## config.mk

```make
export PLATFORM = sky130hd
export DESIGN_NAME = bitplane_serializer
export DESIGN_NICKNAME = d
export VERILOG_FILES = /design/src/rtl/bps_pkg.sv /design/src/rtl/bps_fetch_seq.sv /design/src/rtl/bps_piso.sv /design/src/rtl/bitplane_serializer.sv
export SDC_FILE = /design/constraint.sdc
export NUM_CORES = 1
export LEC_CHECK = 0
export BUFFER_PORTS_ARGS = -buffer_cell sky130_fd_sc_hd__buf_2
export CAP_MARGIN = 10
export CORE_MARGIN = 3
export CORE_UTILIZATION = 33
export CTS_CLUSTER_DIAMETER = 100
export DETAILED_ROUTE_END_ITERATION = 10
export SKIP_LAST_GASP = 1
export SYNTH_ARGS = -nofsm -noshare
export SYNTH_HDL_FRONTEND = slang
export SYNTH_SLANG_ARGS = --single-unit
export TNS_END_PERCENT = 30
```

## constraint.sdc

```tcl
create_clock -name clk -period 3.2 [get_ports clk]
set_input_delay 0.64 -clock clk [delete_from_list [all_inputs] [get_ports clk]]
set_output_delay 0.64 -clock clk [all_outputs]
set_load 0.05 [all_outputs]
```

## src/rtl/bps_pkg.sv

```systemverilog
package bps_pkg;
  typedef logic [2:0] rgb_t;
  localparam int NUM_PLANES = 3;
  localparam int IDX_RED    = 2;
  localparam int IDX_GREEN  = 1;
  localparam int IDX_BLUE   = 0;
endpackage

```

## src/rtl/bps_fetch_seq.sv

```systemverilog
module bps_fetch_seq #(
  parameter int H_ACTIVE = 640,
  parameter int V_ACTIVE = 480,
  parameter int BYTE_W   = 8,
  localparam int BPL     = H_ACTIVE / BYTE_W,
  localparam int TOTAL   = BPL * V_ACTIVE,
  localparam int ADDR_W  = $clog2(TOTAL),
  localparam int PH_W    = (BYTE_W > 1) ? $clog2(BYTE_W) : 1,
  localparam int GRP_W   = $clog2(BPL + 1),
  localparam int ROW_W   = (V_ACTIVE > 1) ? $clog2(V_ACTIVE) : 1
) (
  input  logic              clk,
  input  logic              rst_n,
  input  logic              de,
  input  logic              line_start,
  output logic              req,
  output logic [ADDR_W-1:0] addr
);

  logic [PH_W-1:0]   phase_q, phase_d;
  logic [GRP_W-1:0]  grp_q, grp_d;
  logic [ROW_W-1:0]  row_q, row_d;
  logic [ADDR_W-1:0] base_q, base_d;
  logic              seen_q, seen_d;
  logic              row_en;

  // next-state logic
  always_comb begin
    req = de && (phase_q == '0) && (grp_q < GRP_W'(BPL));

    if (!de)                             phase_d = '0;
    else if (phase_q == PH_W'(BYTE_W-1)) phase_d = '0;
    else                                 phase_d = phase_q + 1'b1;

    if (line_start) grp_d = '0;
    else if (req)   grp_d = grp_q + 1'b1;
    else            grp_d = grp_q;

    seen_d = line_start ? 1'b0 : (seen_q | de);

    row_en = line_start && seen_q;
    if (row_q == ROW_W'(V_ACTIVE-1)) begin
      row_d  = '0;
      base_d = '0;
    end else begin
      row_d  = row_q + 1'b1;
      base_d = base_q + ADDR_W'(BPL);
    end
  end

  assign addr = base_q + ADDR_W'(grp_q);

  // registers
  always_ff @(posedge clk or negedge rst_n) begin
    if (!rst_n) begin
      phase_q <= '0;
      grp_q   <= '0;
      seen_q  <= 1'b0;
      row_q   <= '0;
      base_q  <= '0;
    end else begin
      phase_q <= phase_d;
      grp_q   <= grp_d;
      seen_q  <= seen_d;
      if (row_en) begin
        row_q  <= row_d;
        base_q <= base_d;
      end
    end
  end

  assert_req_spacing_R2: assert property (@(posedge clk) disable iff (!rst_n)
    req |=> !req);

  assert_addr_range_R3: assert property (@(posedge clk) disable iff (!rst_n)
    req |-> (32'(addr) < TOTAL));

  assert_row_range_R7: assert property (@(posedge clk) disable iff (!rst_n)
    32'(row_q) < V_ACTIVE);

  assert_no_req_dark_R6: assert property (@(posedge clk) disable iff (!rst_n)
    !de |-> !req);

endmodule

```

## src/rtl/bps_piso.sv

```systemverilog
module bps_piso #(
  parameter int W = 8
) (
  input  logic         clk,
  input  logic         rst_n,
  input  logic         load,
  input  logic [W-1:0] din,
  output logic         dout
);

  logic [W-1:0] sr_q, sr_d;

  always_comb begin
    if (load) sr_d = din;
    else      sr_d = {sr_q[W-2:0], 1'b0};
  end

  always_ff @(posedge clk or negedge rst_n) begin
    if (!rst_n) sr_q <= '0;
    else        sr_q <= sr_d;
  end

  assign dout = sr_q[W-1];

  assert_msb_first_R4: assert property (@(posedge clk) disable iff (!rst_n)
    $past(load) |-> (dout == $past(din[W-1])));

endmodule

```

## src/rtl/bitplane_serializer.sv

```systemverilog
module bitplane_serializer
  import bps_pkg::*;
#(
  parameter int H_ACTIVE = 640,
  parameter int V_ACTIVE = 480,
  parameter int BYTE_W   = 8,
  localparam int BPL     = H_ACTIVE / BYTE_W,
  localparam int ADDR_W  = $clog2(BPL * V_ACTIVE)
) (
  input  logic              clk,
  input  logic              rst_n,
  input  logic              de,
  input  logic              line_start,
  input  logic [BYTE_W-1:0] rd_data_r,
  input  logic [BYTE_W-1:0] rd_data_g,
  input  logic [BYTE_W-1:0] rd_data_b,
  output logic              rd_req,
  output logic [ADDR_W-1:0] rd_addr,
  output logic [2:0]        rgb
);

  logic              load_q;
  logic              de_q1, de_q2;
  logic [BYTE_W-1:0] plane_data [NUM_PLANES];
  rgb_t              plane_bit;

  bps_fetch_seq #(
    .H_ACTIVE (H_ACTIVE),
    .V_ACTIVE (V_ACTIVE),
    .BYTE_W   (BYTE_W)
  ) i_fetch (
    .clk        (clk),
    .rst_n      (rst_n),
    .de         (de),
    .line_start (line_start),
    .req        (rd_req),
    .addr       (rd_addr)
  );

  // the fetched bytes are present one cycle after the request
  always_ff @(posedge clk or negedge rst_n) begin
    if (!rst_n) begin
      load_q <= 1'b0;
      de_q1  <= 1'b0;
      de_q2  <= 1'b0;
    end else begin
      load_q <= rd_req;
      de_q1  <= de;
      de_q2  <= de_q1;
    end
  end

  assign plane_data[IDX_RED]   = rd_data_r;
  assign plane_data[IDX_GREEN] = rd_data_g;
  assign plane_data[IDX_BLUE]  = rd_data_b;

  for (genvar p = 0; p < NUM_PLANES; p++) begin : g_plane
    bps_piso #(.W(BYTE_W)) i_piso (
      .clk   (clk),
      .rst_n (rst_n),
      .load  (load_q),
      .din   (plane_data[p]),
      .dout  (plane_bit[p])
    );
  end

  assign rgb = plane_bit & {3{de_q2}};

  assert_dark_outside_R6: assert property (@(posedge clk) disable iff (!rst_n)
    !$past(de, 2) |-> (rgb == 3'b000));

endmodule

```

==> impl_metrics.toml <==
[global_routing]
grt_pass1_vias = 1902
grt_start_max_net_pins = 47
grt_overflow_total = 0
grt_pass1_wl_um = 9039
busiest_layer = "met2"
grt_usage_pct = 11.94
antenna_found_initial = 0
met1_usage_pct = 15.38
grtUsageMet2_pct = 18.31
use_met3_pct = 2.668

[setup_path]
crit_start = "i_fetch.base_q[5]$_DFFE_PN0P_"
reg2reg_from = "i_fetch.row_q[0]$_DFFE_PN0P_"
critical_path.startpoint_type = "flop"
cp.arrival_ns = 2.10
required_ns = 2.56
setup.worst_path.end_class = "primary output"
crit_path_max_fanout = 7
worstSetupPathType = "flop to primary output"

[logic_synthesis]
synth_top_area_share_pct = 54.10
async_reset_ff_share_pct = 100.0
synth.most_common_cell = "dfrtp_1"
synth_area_um2 = 2729
synth.area.top_cells = "dfrtp_1 (54%), mux2_2 (8.7%), xnor2_1 (5.5%)"
synth_top_area_cell = "dfrtp_1"
ys_ff_latch = 59
ys_seq_area_share_pct = 54.10
synthFlopType = "dfrtp_1"
synth-warning-count = 0
syn_inst = 244
ys_types = 34
synth_edf_count = 0
avgSynthCellArea_um2 = 11.18
synthTopCellsByCount = "dfrtp_1 (59), nor2_1 (23), mux2_2 (21)"
syn_nets = 281

[pwr]
netSwitchingFraction_pct = 34.20
p_leak_nw = 1.567
total_power_w = 0.002311
combinationalPowerShare_pct = 25.2
pwr-share-seq_pct = 43.2
power_density_nw_per_um2 = 710.4
vdd_drop_max_mv = 0.2171
p_int_w = 0.001521
power.share.clock_pct = 31.6
p_sw_w = 0.0007903

[placement]
post-dp-hpwl_um = 3619
io_buffers = 47
place.gp.congestion = 0.7457

[drt]
drc_errors = 0
dr.pass1.iters = 4
ant_nets = 0
drtIter0Drc = 101
via_per_inst = 4.696
avgRoutedWirePerCell_um = 12.93
wl_um = 5148
vias = 1869

[min_path]
hp-class = "flop to flop"
min_from = "de_q1$_DFF_PN0_"

[sta]
fin_worst_skew_ns = 0.008026
post-route-period-util_pct = 85.57
setup_viol = 0
max_freq_ghz = 0.3652
finalCriticalPeriod_ns = 2.738
slew_violations = 0
worst_pin_slew_ns = 0.9926
setup_tns_ns = 0
rsz0062_at_grt = "no"
maxSlewHeadroom_pct = 33.83
hold_viol = 0

[floorplanning]
std_cell_rows = 32
die_y_um = 96.94
die-area_um2 = 9396
fp.dieW_um = 96.94
io-pin-count = 48
fp.coreArea_um2 = 7888
start_util_pct = 34.60

[clocking]
cts_tree = "yes"
holdBufCountCts = 0
cts_sinks = 59
cts-buffers-inserted = 9
cts_resized = 0
insertion_delay_ns = 0.34
post_cts_buffers = 0
clk_root_buffer_cell = "clkbuf_8"
h-tree-depth = 3
clockBufferDepth = 2
clk_pin_slew_ns = 0.07

[status]
status = "finished, final reports clean"

[cells_and_area]
drive_gt1_share_pct = 29.39
synthToLayoutAreaGrowth_pct = 19.21
diodes = 0
final_nets = 328
final_util_pct = 41.24
fillers = 786

[job]
max-cap-violations = 0
kinds of logic (layout without fill, tap and decap cells):
kind of cell / Yosys count / after routing / synth area share, %
AND/OR/NAND/NOR: 87 / 87 / 16.19
AO/OA/AOI/OAI: 17 / 17 / 3.760
buffers and inverters: 21 / 73 / 3.530
adder cells (fa/ha/maj): 9 / 9 / 4.127
multiplexers: 21 / 21 / 8.666
flip-flops: 59 / 59 / 54.10
XOR/XNOR: 30 / 30 / 9.629
path summary, 6_finish.rpt:
kind	end	slack, ns	cells past startpoint
min	de_q2$_DFF_PN0_	0.36	0
max	rd_addr[11]	0.46	7
min reg2reg	de_q2$_DFF_PN0_	0.36	0
min in group asynchronous	g_plane[2].i_piso.sr_q[5]$_DFF_PN0_	0.46	1
max in group asynchronous	i_fetch.base_q[8]$_DFFE_PN0P_	2.04	2
max reg2reg	i_fetch.row_q[6]$_DFFE_PN0P_	1.33	5
placed cells by master, fill, tap and decap left out, drive strengths merged, types with 11 or more instances in the layout:
cell,instances
mux2,21
dfrtp,59
xor2,13
xnor2,17
clkbuf,11
nand2,16
buf,50
nand3,16
nor2,24
area by class of cell:
cell class	instances	area (um2)	area share [%]
tap	102	127.6	3.923
inverter	7	26.28	0.8077
multi-input combinational	164	1156	35.54
sequential	59	1476	45.38
clock buffer	11	131.4	4.038
clock inverter	5	77.57	2.385
timing repair buffer	50	257.7	7.923
layer usage:
layer / part of all wire, % / vias up
met3: 3.7 / 11
met5: 0 / -
li1: - / 913
met4: 2.9 / 0
met2: 47 / 31
met1: 46 / 914
stage by stage:
step | hold slack [ns] | instances | worst slack [ns] | instance area, um2
final | 0.3628 | 398 | 0.4617 | 3253
after floorplan | 0.3312 | 244 | 0.4074 | 2729
after global placement | 0.3385 | 382 | 0.8497 | 3044
after CTS | 0.3653 | 398 | 0.4140 | 3253
after detailed placement | 0.3562 | 382 | 0.7881 | 3044
after global routing | 0.3678 | 398 | 0.3204 | 3253
registers in the layout, indices dropped and copies added, names as in the netlist:
name / count
de_q1: 1
de_q2: 1
g_plane.i_piso.sr_q: 24
i_fetch.base_q: 12
i_fetch.grp_q: 7
i_fetch.phase_q: 3
i_fetch.row_q: 9
i_fetch.seen_q: 1
load_q: 1
critical path, cell delays in order (launching register included):
cell and delay (ns):
dfrtp_1 0.41, ha_1 0.33, a21oi_1 0.24, o22ai_1 0.10
buf_4 0.17, nand3_1 0.09, xnor2_1 0.12, buf_2 0.28
power by group through the flow:
stage / clock [W] / combinational [W] / sequential [W]
final: 0.000730 / 0.000581 / 0.000999
after CTS: 0.000747 / 0.000590 / 0.00100
after global routing: 0.000785 / 0.000634 / 0.00103
after detailed placement: 0 / 0.000589 / 0.00101
after global placement: 0 / 0.000575 / 0.00101
after floorplan: 0 / 0.000503 / 0.000954
Note: power is estimated with default switching activity, not from simulation.
